$ cat config.mk
export PLATFORM = sky130hd
export DESIGN_NAME = idx_bitop_unit
export DESIGN_NICKNAME = d
export VERILOG_FILES = /design/src/rtl/idx_bitop_pkg.sv /design/src/rtl/idx_addr_gen.sv /design/src/rtl/idx_bit_alu.sv /design/src/rtl/idx_seq_fsm.sv /design/src/rtl/idx_bitop_unit.sv
export SDC_FILE = /design/constraint.sdc
export NUM_CORES = 1
export LEC_CHECK = 0
export BUFFER_PORTS_ARGS = -buffer_cell sky130_fd_sc_hd__clkbuf_2
export CELL_PAD_IN_SITES_DETAIL_PLACEMENT = 2
export CELL_PAD_IN_SITES_GLOBAL_PLACEMENT = 2
export CORE_ASPECT_RATIO = 1.2
export CORE_UTILIZATION = 30
export CTS_BUF_LIST = sky130_fd_sc_hd__clkbuf_8 sky130_fd_sc_hd__clkbuf_16
export DETAILED_ROUTE_END_ITERATION = 6
export PLACE_DENSITY = 0.72
export SYNTH_ARGS = -nofsm -noshare
export SYNTH_HDL_FRONTEND = slang
export SYNTH_SLANG_ARGS = --single-unit
$ cat constraint.sdc
create_clock -name clk_i -period 3.3 [get_ports clk_i]
set_input_delay 0.165 -clock clk_i [delete_from_list [all_inputs] [get_ports clk_i]]
set_output_delay 0.165 -clock clk_i [all_outputs]
set_load 0.01 [all_outputs]
$ cat src/rtl/idx_bitop_pkg.sv
package idx_bitop_pkg;
  localparam int DW = 8;
  localparam int FW = 3;

  typedef enum logic [2:0] {
    ST_IDLE, ST_ADDR, ST_READ, ST_MODIFY, ST_WRITE, ST_DONE
  } seq_st_e;

  typedef enum logic [1:0] {
    CL_SHIFT = 2'b00, CL_TEST = 2'b01, CL_CLR = 2'b10, CL_SET = 2'b11
  } op_class_e;

  localparam int FL_S = 7;
  localparam int FL_Z = 6;
  localparam int FL_H = 4;
  localparam int FL_P = 2;
  localparam int FL_N = 1;
  localparam int FL_C = 0;

  localparam logic [FW-1:0] REG_NONE = 3'd6;
endpackage

$ cat src/rtl/idx_addr_gen.sv
module idx_addr_gen #(
  parameter int AW = 16
) (
  input  logic          use_y_i,
  input  logic [AW-1:0] ix_i,
  input  logic [AW-1:0] iy_i,
  input  logic [7:0]    disp_i,
  output logic [AW-1:0] addr_o
);
  localparam int EXT = AW - 8;

  logic [AW-1:0] base;
  logic [AW-1:0] disp_ext;

  assign base     = use_y_i ? iy_i : ix_i;
  assign disp_ext = {{EXT{disp_i[7]}}, disp_i};
  assign addr_o   = base + disp_ext;  // wraps modulo 2^AW
endmodule

$ cat src/rtl/idx_bit_alu.sv
module idx_bit_alu
  import idx_bitop_pkg::*;
(
  input  logic [DW-1:0] data_i,
  input  logic [7:0]    op_i,
  input  logic [7:0]    flags_i,
  output logic [DW-1:0] result_o,
  output logic [7:0]    flags_o
);
  op_class_e     cls;
  logic [FW-1:0] sel;
  logic          cin;
  logic          cout;
  logic [DW-1:0] shf;
  logic [DW-1:0] mask;

  assign cls = op_class_e'(op_i[7:6]);
  assign sel = op_i[5:3];
  assign cin = flags_i[FL_C];

  always_comb begin
    unique case (sel)
      3'd0: begin shf = {data_i[6:0], data_i[7]}; cout = data_i[7]; end
      3'd1: begin shf = {data_i[0], data_i[7:1]}; cout = data_i[0]; end
      3'd2: begin shf = {data_i[6:0], cin};       cout = data_i[7]; end
      3'd3: begin shf = {cin, data_i[7:1]};       cout = data_i[0]; end
      3'd4: begin shf = {data_i[6:0], 1'b0};      cout = data_i[7]; end
      3'd5: begin shf = {data_i[7], data_i[7:1]}; cout = data_i[0]; end
      3'd6: begin shf = {data_i[6:0], 1'b1};      cout = data_i[7]; end
      default: begin shf = {1'b0, data_i[7:1]};   cout = data_i[0]; end
    endcase
  end

  assign mask = DW'(1) << sel;

  always_comb begin
    result_o = data_i;
    flags_o  = flags_i;
    unique case (cls)
      CL_SHIFT: begin
        result_o       = shf;
        flags_o[FL_S]  = shf[DW-1];
        flags_o[FL_Z]  = (shf == '0);
        flags_o[FL_H]  = 1'b0;
        flags_o[FL_P]  = ~^shf;
        flags_o[FL_N]  = 1'b0;
        flags_o[FL_C]  = cout;
      end
      CL_TEST: begin
        flags_o[FL_Z]  = ~|(data_i & mask);
        flags_o[FL_H]  = 1'b1;
        flags_o[FL_N]  = 1'b0;
      end
      CL_CLR:  result_o = data_i & ~mask;
      default: result_o = data_i | mask;
    endcase
  end
endmodule

$ cat src/rtl/idx_seq_fsm.sv
module idx_seq_fsm
  import idx_bitop_pkg::*;
(
  input  logic clk_i,
  input  logic rst_ni,
  input  logic start_i,
  input  logic is_test_i,
  output logic latch_o,
  output logic addr_en_o,
  output logic rd_o,
  output logic mod_en_o,
  output logic wr_o,
  output logic done_o,
  output logic busy_o
);
  seq_st_e st_q, st_d;

  always_comb begin
    st_d = st_q;
    unique case (st_q)
      ST_IDLE:   if (start_i) st_d = ST_ADDR;
      ST_ADDR:   st_d = ST_READ;
      ST_READ:   st_d = ST_MODIFY;
      ST_MODIFY: st_d = is_test_i ? ST_DONE : ST_WRITE;
      ST_WRITE:  st_d = ST_DONE;
      default:   st_d = ST_IDLE;
    endcase
  end

  always_ff @(posedge clk_i or negedge rst_ni) begin
    if (!rst_ni) st_q <= ST_IDLE;
    else         st_q <= st_d;
  end

  assign latch_o   = (st_q == ST_IDLE) && start_i;
  assign addr_en_o = (st_q == ST_ADDR);
  assign rd_o      = (st_q == ST_READ);
  assign mod_en_o  = (st_q == ST_MODIFY);
  assign wr_o      = (st_q == ST_WRITE);
  assign done_o    = (st_q == ST_DONE);
  assign busy_o    = (st_q != ST_IDLE);
endmodule

$ cat src/rtl/idx_bitop_unit.sv
module idx_bitop_unit
  import idx_bitop_pkg::*;
#(
  parameter int AW = 16
) (
  input  logic          clk_i,
  input  logic          rst_ni,
  input  logic          start_i,
  input  logic          use_y_i,
  input  logic [7:0]    disp_i,
  input  logic [7:0]    op_i,
  input  logic [AW-1:0] ix_i,
  input  logic [AW-1:0] iy_i,
  input  logic [7:0]    flags_i,
  output logic          busy_o,
  output logic          done_o,
  output logic [AW-1:0] mem_addr_o,
  output logic          mem_rd_o,
  output logic          mem_wr_o,
  output logic [7:0]    mem_wdata_o,
  input  logic [7:0]    mem_rdata_i,
  output logic          reg_we_o,
  output logic [2:0]    reg_sel_o,
  output logic [7:0]    reg_data_o,
  output logic [7:0]    result_o,
  output logic [7:0]    flags_o
);
  logic          latch, addr_en, mod_en, wr;
  logic          use_y_q;
  logic [7:0]    op_q, disp_q, flags_q;
  logic [AW-1:0] ix_q, iy_q, addr_q, addr_d;
  logic [DW-1:0] res_q, res_d;
  logic [7:0]    fl_q, fl_d;
  logic          is_test;

  assign is_test = (op_class_e'(op_q[7:6]) == CL_TEST);

  idx_seq_fsm u_seq (
    .clk_i     (clk_i),
    .rst_ni    (rst_ni),
    .start_i   (start_i),
    .is_test_i (is_test),
    .latch_o   (latch),
    .addr_en_o (addr_en),
    .rd_o      (mem_rd_o),
    .mod_en_o  (mod_en),
    .wr_o      (wr),
    .done_o    (done_o),
    .busy_o    (busy_o)
  );

  idx_addr_gen #(.AW(AW)) u_agen (
    .use_y_i (use_y_q),
    .ix_i    (ix_q),
    .iy_i    (iy_q),
    .disp_i  (disp_q),
    .addr_o  (addr_d)
  );

  idx_bit_alu u_alu (
    .data_i   (mem_rdata_i),
    .op_i     (op_q),
    .flags_i  (flags_q),
    .result_o (res_d),
    .flags_o  (fl_d)
  );

  always_ff @(posedge clk_i or negedge rst_ni) begin
    if (!rst_ni) begin
      use_y_q <= 1'b0;
      op_q    <= '0;
      disp_q  <= '0;
      flags_q <= '0;
      ix_q    <= '0;
      iy_q    <= '0;
    end else if (latch) begin
      use_y_q <= use_y_i;
      op_q    <= op_i;
      disp_q  <= disp_i;
      flags_q <= flags_i;
      ix_q    <= ix_i;
      iy_q    <= iy_i;
    end
  end

  always_ff @(posedge clk_i or negedge rst_ni) begin
    if (!rst_ni)      addr_q <= '0;
    else if (addr_en) addr_q <= addr_d;
  end

  always_ff @(posedge clk_i or negedge rst_ni) begin
    if (!rst_ni) begin
      res_q <= '0;
      fl_q  <= '0;
    end else if (mod_en) begin
      res_q <= res_d;
      fl_q  <= fl_d;
    end
  end

  assign mem_addr_o  = addr_q;
  assign mem_wr_o    = wr;
  assign mem_wdata_o = res_q;
  assign reg_sel_o   = op_q[2:0];
  assign reg_we_o    = wr && (op_q[2:0] != REG_NONE);
  assign reg_data_o  = res_q;
  assign result_o    = res_q;
  assign flags_o     = fl_q;
endmodule

==> results of run 1 <==
sequential cells by signal (all words and copies together), names as in the netlist:
| register | count |
|---|---|
| mem_wdata_o | 8 |
| flags_o | 8 |
| ix_q | 16 |
| use_y_q | 1 |
| op_q | 8 |
| u_seq.st_q | 3 |
| iy_q | 16 |
| flags_q | 8 |
| disp_q | 8 |
| mem_addr_o | 16 |
worst paths after layout:
check | start | end | slack (ns) | depth (start not counted)
setup / recovery | use_y_q | mem_addr_o[14] | 0.58 | 8
hold / removal | op_i[0] | op_q[0] | 0.02 | 3
setup reg to reg | use_y_q | mem_addr_o[14] | 0.58 | 8
hold reg to reg | flags_q[3] | flags_o[3] | 0.47 | 2
max in group asynchronous | rst_ni | flags_q[5] | 2.12 | 3
min in group asynchronous | rst_ni | op_q[3] | 0.38 | 2
kinds of logic (layout without fill, tap and decap cells):
group | count (synthesis) | count (layout) | synth area share (%)
mux | 93 | 93 | 19.7
compound gates | 98 | 98 | 12.4
buf+inv | 54 | 155 | 5.98
simple gates | 112 | 112 | 10.6
fa+ha+maj | 20 | 20 | 4.95
xor+xnor | 13 | 13 | 2.19
flops | 92 | 92 | 44.2
per-stage QoR:
stage	cell area, um^2	hold slack (ns)	util [%]	total power [mW]	cells
2_1_floorplan	5210	-0.131	-	5.43	482
3_3_place_gp	5880	0.231	34.7	6.52	782
3_5_place_dp	5880	0.233	34.7	6.73	782
4_1_cts	6180	0.00681	36.5	7.80	799
5_1_grt	6180	0.0241	36.5	8.28	799
6_report	6180	0.0205	36.5	7.62	799
per-layer routing:
metal / GRT usage (%) / vias to the layer above / part of all wire (%)
met1: 18.9 / 2051 / 39
met5: 0 / - / 0
li1: - / 1908 / -
met2: 34.1 / 89 / 56
met4: 5.43 / 0 / 1.4
met3: 3.05 / 15 / 3.6
power by group through the flow:
| stage | registers [mW] | logic [mW] | clock network (mW) |
|---|---|---|---|
| final | 2.29 | 4.31 | 1.02 |
| after global routing | 2.40 | 4.77 | 1.11 |
| after CTS | 2.32 | 4.42 | 1.07 |
| after detailed placement | 2.34 | 4.39 | 0 |
| after global placement | 2.28 | 4.24 | 0 |
| after floorplan | 2.08 | 3.35 | 0 |
worst register-to-register path: stages, from the launching register on:
cell	delay, ns
dfrtp_1	0.43
buf_4	0.25
mux2_2	0.36
ha_1	0.36
a211oi_1	0.38
nor2_1	0.12
a211oi_1	0.41
or4b_1	0.19
nand3_1	0.08
layout by cell type, fill, tap and decap left out, drive strengths merged, types with 4 or more instances in the layout:
master    n
a211oi    5
a21o      6
a21oi    25
a221oi    8
a31oi     4
buf       7
clkbuf  131
dfrtp    92
ha       19
inv      14
mux2     78
mux2i    15
nand2    46
nand3    10
nand3b    5
nor2     23
nor3      6
nor3b     4
o21ai    29
xnor2     5
xor2      8
final cells by class:
type                    instances  share of cell area (%)
clock buffers                   9                    3.65
clock inverters                 7                    1.01
inverters                       9                   0.547
multi-input cells             336                    42.0
flip-flops and latches         92                    37.3
well taps                     216                    4.38
repair buffers                130                    11.1
==> reports/metrics.csv, run 1 <==
stage,metric,value,unit
status,outcome,finished clean,
yosys,synthTopCellsByArea,"dfrtp_1 (44%), mux2_2 (16%), ha_1 (4.6%)",
cells_and_area,drive_above_1_share,39.3,%
pwr,p_per_area,1230,mW/mm^2
yosys,ys_ff_latch,92,
cells_and_area,seqCellArea,0.00230,mm^2
yosys,post-synth-top-area-fraction,44.2,%
clocking,insertion_delay,0.35,ns
floorplan,initial_core_util,30.8,%
pwr,power_frac_comb,56.5,%
route,drt-initial-drc-count,104,
critical_path,cp_common_cell,a211oi_1,
clocking,cts_tree,built,
critical_path,crit_buf_inv,1,
yosys,synth_common_cells,"dfrtp_1 (92), mux2_2 (72), nand2_1 (46), o21ai_0 (26)",
yosys,syn_avg_cell_area,10.8,um^2
yosys,synth_nets,570,
clocking,cts-resized-gates,0,
critical_path,worstSetupPathType,flop to flop,
pwr,switching_share,44.9,%
critical_path,path_max_fanout,13,
yosys,synth_cell_types,59,
place,dp_slack,0.609,ns
floorplan,die_h,146,um
critical_path,slowest_stage,dfrtp_1,
pwr,p_seq_share,30.1,%
place,dpl.hpwl,11700,um
cells_and_area,multi_input_area,0.00260,mm^2
sta,tns,0,ns
sta,finalHoldViolCount,0,
global_route,grt_use_total,17.7,%
yosys,synth_top_area_cell,dfrtp_1,
critical_path,worstPathCellList,"buf_4, mux2_2, ha_1, a211oi_1, nor2_1, a211oi_1, or4b_1, nand3_1",
critical_path,crit_family,compound AO/OA/AOI/OAI gates,
critical_path,worstSetupStartpointType,flop,
route,drtPass1Iterations,4,
pwr,p_int,4.20,mW
yosys,ys.flop_type,dfrtp_1,
yosys,synth_async_sr_flop_share,100,%
job,drv_cap,0,
sta,clock.fmax,0.368,GHz
sta,fin_skew,0.00643,ns
sta,slew_headroom,40.8,%
sta,setup_ws,0.580,ns
clocking,cts_inserted_buffers,9,
global_route,overflow,0,
route,drt_wl_total,15100,um
sta,final_max_slew_viol_count,0,
clocking,htree_levels,3,
critical_path,crit_required,3.52,ns
place,numPortBuffers,123,
route,wire_per_inst,18.8,um
sta,fin_crit_sh,82.4,%
clocking,hold_buffers,1,
critical_path,crit_path_max_incr_delay,0.43,ns
yosys,ys_seq_area_share,44.2,%
pwr,power.share.clock,13.4,%
floorplan,core-area,0.0169,mm^2
pwr,p_sw,3.42,mW
worst_hold_path,hp-class,input pin to flop,
floorplan,die-area,0.0179,mm^2
route,viasPerCell,5.09,
yosys,yosysMostFrequentCell,dfrtp_1,
clocking,clock_path_buffers,2,
route,drcViolationCount,0,
cells_and_area,nNetsFinal,666,
clocking,clkSinkCount,92,
floorplan,io_pins,124,
pwr,peakVddDrop,0.561,mV
cells_and_area,fillers,1851,
clocking,postCtsSetupBuffers,0,
sta,rsz0062_at_grt,no,
route,ant_nets,0,
yosys,synth-edff-count,0,
yosys,synth_cells,482,
critical_path,cp.arrival,2.94,ns
global_route,grt_pass1_vias,4409,
critical_path,end_kind,flop,
floorplan,fp.dieW,122,um
place,gp_congestion,0.833,
yosys,yosys_warnings,0,
clocking,cts-root-buf,clkbuf_16,
cells_and_area,area_growth,18.5,%
yosys,syn_area,0.00521,mm^2
route,vias,4063,
sta,finalSetupViolCount,0,
sta,worst_slew_pin_slew,0.888,ns
global_route,antenna_found_initial,0,
cells_and_area,diodes,0,
clocking,clkSlewWorstSetupHoldPaths,0.07,ns
sta,finalCriticalPeriod,2.72,ns
pwr,leakagePower,2.88,nW
global_route,grt_max_degree,55,
global_route,grt_pass1_wl,23900,um
floorplan,rows,52,
No activity file was read; power rests on OpenSTA's default activity.
==> run 2, diff against run 1 <==
Clock period 3.3 ns to 2.8 ns, I/O delays scaled along.
==> run 2 against run 1 <==
Against the previous run:
- clock power increased by 20%
- die area unchanged
- flip-flop and latch count unchanged
- global-route usage increased by 0.47 points
- cell area increased by 0.63%
- cell count increased by 0.38%
==> reports/metrics.csv, run 2 (synthesized netlist as in run 1, its figures left out) <==
stage,metric,value,unit,change
place,numPortBuffers,123,,unchanged
route,drcViolationCount,0,,unchanged
critical_path,crit_path_max_incr_delay,0.43,ns,about the same
global_route,grt_use_total,18.1,%,+0.47 points
pwr,leakagePower,2.89,nW,+0.63%
pwr,switching_share,45.4,%,+0.54 points
pwr,p_sw,4.16,mW,+22%
cells_and_area,drive_above_1_share,39.9,%,+0.65 points
critical_path,slowest_stage,dfrtp_2,,
global_route,grt_max_degree,52,,-5.5%
critical_path,worstPathCellList,"mux2_2, ha_1, fa_1, a21o_1, a31o_2, a311oi_2, mux2i_1, nand3_1",,
floorplan,die_h,146,um,unchanged
place,dpl_cell_area,0.00590,mm^2,+0.38%
floorplan,initial_core_util,30.8,%,unchanged
pwr,p_seq_share,28.8,%,-1.3 points
critical_path,cp_num_cells,8,,unchanged
critical_path,crit_required,3.03,ns,-0.49 ns
critical_path,path_max_fanout,5,,-8
cells_and_area,diodes,0,,unchanged
clocking,clkSinkCount,92,,unchanged
route,drt_wl_total,15400,um,+2.4%
pwr,total_power,9.16,mW,+20%
status,outcome,finished clean,,
cells_and_area,nNetsFinal,669,,+0.45%
cells_and_area,multi_input_area,0.00260,mm^2,+0.24%
cells_and_area,seqCellArea,0.00230,mm^2,about the same
floorplan,rows,52,,unchanged
route,ant_nets,0,,unchanged
critical_path,crit_buf_inv,0,,-1
route,drtPass1Iterations,4,,unchanged
critical_path,worstSetupPathType,flop to flop,,
critical_path,end_kind,flop,,
route,drt-initial-drc-count,177,,+70%
sta,fin_crit_sh,94.4,%,+12 points
place,gp_congestion,0.818,,-1.8%
cells_and_area,final_common_cell,clkbuf_2,,
worst_hold_path,hp-start,op_i[5],,
pwr,power_frac_comb,57.9,%,+1.4 points
sta,finalHoldViolCount,0,,unchanged
pwr,p_int,4.99,mW,+19%
floorplan,io_pins,124,,unchanged
floorplan,die-area,0.0179,mm^2,unchanged
sta,slew_headroom,52.3,%,+12 points
floorplan,fp.dieW,122,um,unchanged
sta,rsz0062_at_grt,no,,
clocking,clkSlewWorstSetupHoldPaths,0.08,ns,about the same
route,wire_per_inst,19.2,um,+2.0%
critical_path,cp.arrival,2.87,ns,-0.07 ns
clocking,htree_levels,3,,unchanged
cells_and_area,fillers,1843,,-0.43%
critical_path,timing.rr.start,use_y_q,,
global_route,grt_pass1_vias,4607,,+4.5%
clocking,postCtsSetupBuffers,0,,unchanged
route,vias,4030,,-0.81%
sta,tns,0,ns,unchanged
clocking,clock_path_buffers,2,,unchanged
pwr,power.share.clock,13.3,%,about the same
cells_and_area,area_growth,19.3,%,
worst_hold_path,hp-class,input pin to flop,,
sta,fin_skew,0.00950,ns,+0.00307 ns
sta,finalSetupViolCount,0,,unchanged
sta,final_max_slew_viol_count,0,,unchanged
critical_path,reg2reg_depth,8,,unchanged
worst_hold_path,whs_path_depth,3,,unchanged
sta,clock.fmax,0.378,GHz,+2.9%
floorplan,core-area,0.0169,mm^2,unchanged
clocking,cts-root-buf,clkbuf_16,,
critical_path,startpoint,use_y_q,,
sta,finalCriticalPeriod,2.64,ns,-0.0761 ns
job,drv_cap,0,,unchanged
global_route,antenna_found_initial,0,,unchanged
pwr,p_per_area,1470,mW/mm^2,+19%
critical_path,crit_family,compound AO/OA/AOI/OAI gates,,
place,dpl.hpwl,12000,um,+2.5%
global_route,grt_pass1_wl,24700,um,+3.2%
clocking,cts_inserted_buffers,9,,unchanged
clocking,cts_tree,built,,
critical_path,worstSetupStartpointType,flop,,
cells_and_area,stdcell_area,0.00621,mm^2,+0.63%
clocking,insertion_delay,0.35,ns,about the same
pwr,peakVddDrop,0.656,mV,+17%
sta,worst_slew_pin_slew,0.715,ns,-0.173 ns
route,viasPerCell,5.02,,-1.2%
global_route,overflow,0,,unchanged
cells_and_area,final_cell_mix,"clkbuf_2 (122), dfrtp_1 (91), mux2_2 (72)",,
## run 2: stage by stage
stage	setup WS, ns	std cells	hold slack [ns]	util (%)
after global routing	0.0351	802	0.0118	36.7
after CTS	0.0405	802	0.000472	36.7
after detailed placement	0.0670	785	0.177	34.9
after floorplan	0.00925	482	-0.156	-
after global placement	0.133	785	0.168	34.9
final	0.156	802	0.0141	36.7
## run 2: layout make-up
type,count,share of cell area (%)
clock buffers,9,3.62
inverters,9,0.544
repair buffers,133,11.5
well taps,216,4.35
multi-input cells,336,41.9
flip-flops and latches,92,37.1
clock inverters,7,1.09
## run 2: final timing paths
kind / end / slack [ns]
worst max-delay path: mem_addr_o[8] / 0.16
worst min-delay path: op_q[5] / 0.01
worst max register to register: mem_addr_o[8] / 0.16
worst min register to register: flags_o[3] / 0.48
max in group asynchronous: mem_addr_o[0] / 1.76
min in group asynchronous: op_q[0] / 0.35
## run 2: timing repair
item | in CTS | in global routing
hold buffers | 1 | 0
endpoints found under the hold margin | 41 | 0
resized for setup | 0 | 3
endpoints found under the setup margin | 0 | 5
## run 2: power by group through the flow
stage          sequential, mW  clock [mW]  combinational [mW]
4_1_cts                  2.65        1.26                5.38
5_1_grt                  2.74        1.31                5.87
3_5_place_dp             2.67           0                5.35
3_3_place_gp             2.60           0                5.15
6_report                 2.63        1.22                5.30
2_1_floorplan            2.45           0                3.95
## run 2: layer usage
layer  up-vias  global-route usage (%)  routed length [um]
met5         -                       0                   0
met4         0                    5.12                 227
met3        11                    2.66                 462
met2        87                    34.6                8540
met1      2021                    20.2                6180
li1       1911                       -                   -
## run 2: worst register-to-register path, cell delays in order, from the launching register on
cell      delay [ns]
dfrtp_2         0.43
mux2_2          0.35
ha_1            0.22
fa_1            0.42
a21o_1          0.19
a31o_2          0.29
a311oi_2        0.31
mux2i_1         0.22
nand3_1         0.09
==> run 3, diff against run 2 <==
Settings changed: ABC_AREA set to 1, PLACE_DENSITY 0.72 to 0.78.
==> run 3 against run 2 <==
Against the previous run:
- area after synthesis rose by 1.6%
- wire length rose by 13%
- worst hold slack got worse by 0.0040 ns
- sequential share of layout area fell by 0.87 points
- combinational power rose by 2%
- via count rose by 20%
- first-iteration DRC count fell by 15%
- global-route usage rose by 2.1 points
- sequential power fell by 4%
- register-to-register slack improved by 0.26 ns
- largest cell class unchanged
==> reports/metrics.csv, run 3 <==
stage,metric,value,unit,change
status,outcome,finished clean,,
clocking,postCtsSetupBuffers,0,,unchanged
yosys,synth_cell_types,32,,-46%
route,drt_wl_total,17400,um,+13%
cells_and_area,diodes,0,,unchanged
critical_path,worstSetupStartpointType,flop,,
yosys,ys_seq_area_share,43.5,%,-0.71 points
yosys,synth_common_cells,"nand2_1 (175), dfrtp_1 (92), inv_1 (76), nor2_1 (52), a21oi_1 (45)",,
cells_and_area,seqCellArea,0.00230,mm^2,about the same
job,drv_cap,0,,unchanged
clocking,insertion_delay,0.36,ns,about the same
critical_path,end_kind,flop,,
clocking,clkSlewWorstSetupHoldPaths,0.07,ns,about the same
cells_and_area,final_util,37.3,%,+0.57 points
yosys,synth_async_sr_flop_share,100,%,unchanged
sta,fin_crit_sh,85.3,%,-9.1 points
place,dpl.hpwl,13500,um,+13%
floorplan,fp.dieW,123,um,+0.80%
global_route,antenna_found_initial,2,,+2
clocking,clock_path_buffers,2,,unchanged
cells_and_area,drive_above_1_share,24.8,%,-15 points
sta,worst_slew_pin_slew,0.900,ns,+0.185 ns
floorplan,die-area,0.0182,mm^2,+1.6%
sta,finalCriticalPeriod,2.39,ns,-0.255 ns
route,viasPerCell,4.90,,-2.5%
yosys,ys.flop_type,dfrtp_1,,
sta,clock.fmax,0.419,GHz,+11%
clocking,cts-resized-gates,0,,unchanged
route,ant_nets,0,,unchanged
global_route,overflow,0,,unchanged
yosys,synth_top_area_cell,dfrtp_1,,
cells_and_area,final_cell_mix,"nand2_1 (175), clkbuf_2 (122), dfrtp_1 (92)",,
sta,finalSetupViolCount,0,,unchanged
floorplan,initial_core_util,31.1,%,+0.26 points
sta,slew_headroom,40.0,%,-12 points
yosys,syn_area,0.00530,mm^2,+1.6%
yosys,synth_nets,748,,+31%
critical_path,crit_required,3.10,ns,+0.07 ns
cells_and_area,fillers,1997,,+8.4%
place,numPortBuffers,123,,unchanged
global_route,grt_pass1_vias,5310,,+15%
cells_and_area,nNetsFinal,850,,+27%
clocking,cts_inserted_buffers,9,,unchanged
critical_path,cp.arrival,2.68,ns,-0.19 ns
pwr,peakVddDrop,0.467,mV,-29%
route,drtPass1Iterations,4,,unchanged
yosys,ys_ff_latch,92,,unchanged
global_route,grt_max_degree,93,,+79%
worst_hold_path,whs_path_depth,2,,-1
sta,finalHoldViolCount,0,,unchanged
global_route,grt_pass1_wl,28000,um,+13%
floorplan,core-area,0.0170,mm^2,+0.77%
clocking,htree_levels,3,,unchanged
place,gp_congestion,0.871,,+6.5%
cells_and_area,area_growth,20.1,%,
critical_path,timing.rr.start,use_y_q,,
floorplan,io_pins,124,,unchanged
floorplan,rows,52,,unchanged
clocking,cts_tree,built,,
yosys,synth-edff-count,0,,unchanged
worst_hold_path,holdPathEnd,iy_q[14],,
worst_hold_path,hp-class,input pin to flop,,
global_route,grt_use_total,20.2,%,+2.1 points
yosys,post-synth-top-area-fraction,43.5,%,-0.71 points
cells_and_area,final_common_cell,nand2_1,,
critical_path,path_max_fanout,13,,+8
sta,final_max_slew_viol_count,0,,unchanged
cells_and_area,multi_input_area,0.00243,mm^2,-6.7%
route,drt-initial-drc-count,150,,-15%
critical_path,reg2reg_depth,9,,+1
sta,rsz0062_at_grt,no,,
worst_hold_path,hp-start,iy_i[14],,
yosys,syn_avg_cell_area,8.02,um^2,-26%
route,vias,4816,,+20%
sta,tns,0,ns,unchanged
sta,fin_skew,0.0107,ns,+0.00123 ns
yosys,synth_cells,660,,+37%
critical_path,worstSetupPathType,flop to flop,,
clocking,cts-root-buf,clkbuf_16,,
clocking,clkSinkCount,92,,unchanged
route,drcViolationCount,0,,unchanged
critical_path,rr_endpoint,mem_addr_o[8],,
yosys,synthTopCellsByArea,"dfrtp_1 (43%), nand2_1 (12%), mux2_2 (6.8%)",,
pwr,leakagePower,3.39,nW,+17%
yosys,yosys_warnings,0,,unchanged
clocking,hold_buffers,3,,+2
floorplan,die_h,148,um,+0.80%
critical_path,reg2reg_slack,0.41,ns,+0.26 ns
pwr,p_per_area,1480,mW/mm^2,+0.42%
route,wire_per_inst,17.7,um,-8.0%
yosys,yosysMostFrequentCell,nand2_1,,
## run 3: changes by cell type in the layout (fill, tap and decap cells not counted), moves of 15 or more
cell     change
mux2i_1     -15
inv_1       +67
nand2_1    +129
nor2_1      +30
a21oi_1     +22
mux2_2      -40
nand3_1     +17
## run 3: worst max path at each step
| stage | endpoint | slack (ns) | start |
|---|---|---|---|
| after global routing | mem_addr_o[8] | 0.23 | use_y_q |
| after global placement | mem_addr_o[8] | 0.50 | use_y_q |
| final | mem_addr_o[8] | 0.41 | use_y_q |
| after CTS | mem_addr_o[8] | 0.34 | use_y_q |
| after detailed placement | mem_addr_o[8] | 0.38 | use_y_q |
| after floorplan | mem_addr_o[6] | 0.74 | use_y_q |
## run 3: area by class of cell
type	instances	area share [%]
tap	216	4.25
clock buffer	9	3.54
inverter	82	4.84
clock inverter	7	2.01
multi-input combinational	446	38.2
timing repair buffer	131	11.0
sequential	92	36.2
## run 3: report_power, final
group / total [mW] / internal, mW / switching (mW)
Clock: 1.48 / 0.890 / 0.591
Sequential: 2.52 / 1.99 / 0.529
Combinational: 5.41 / 2.03 / 3.38
## run 3: routing by layer
metal  GRT usage [%]  wire length, um  up-vias
met5               0               27        -
met4            7.17              323        4
met3            3.67              609       24
met2            37.5             9350       95
met1            22.5             7070     2387
li1                -                -     2306
## run 3: critical path: stages (launching register included)
cell and delay (ns):
dfrtp_1 0.57, o21ai_0 0.21, ha_1 0.28, fa_1 0.45, nand3_1 0.11, nand3_1 0.18, a21oi_1 0.21, xnor2_1 0.18
nand2_1 0.08, nand2_1 0.07
## run 3: through the flow
| step | cell area (um^2) | total power, mW | hold slack [ns] | setup WS [ns] | instances |
|---|---|---|---|---|---|
| 6_report | 6360 | 9.41 | 0.0101 | 0.411 | 983 |
| 3_5_place_dp | 5980 | 8.01 | 0.242 | 0.376 | 964 |
| 2_1_floorplan | 5300 | 6.34 | -0.156 | 0.738 | 660 |
| 5_1_grt | 6360 | 10.3 | 0.00655 | 0.228 | 983 |
| 4_1_cts | 6360 | 9.57 | 0.00229 | 0.342 | 983 |
| 3_3_place_gp | 5980 | 7.64 | 0.237 | 0.497 | 964 |
## run 3: cell families after synthesis
kind of cell             count (synthesis)  share of synthesized area, %
XOR/XNOR                                10                          1.65
multiplexers                            35                          7.44
buffers and inverters                  122                          10.7
adder cells (fa/ha/maj)                 20                          4.87
AO/OA/AOI/OAI                          106                          10.6
flip-flops                              92                          43.5
AND/OR/NAND/NOR                        275                          21.3
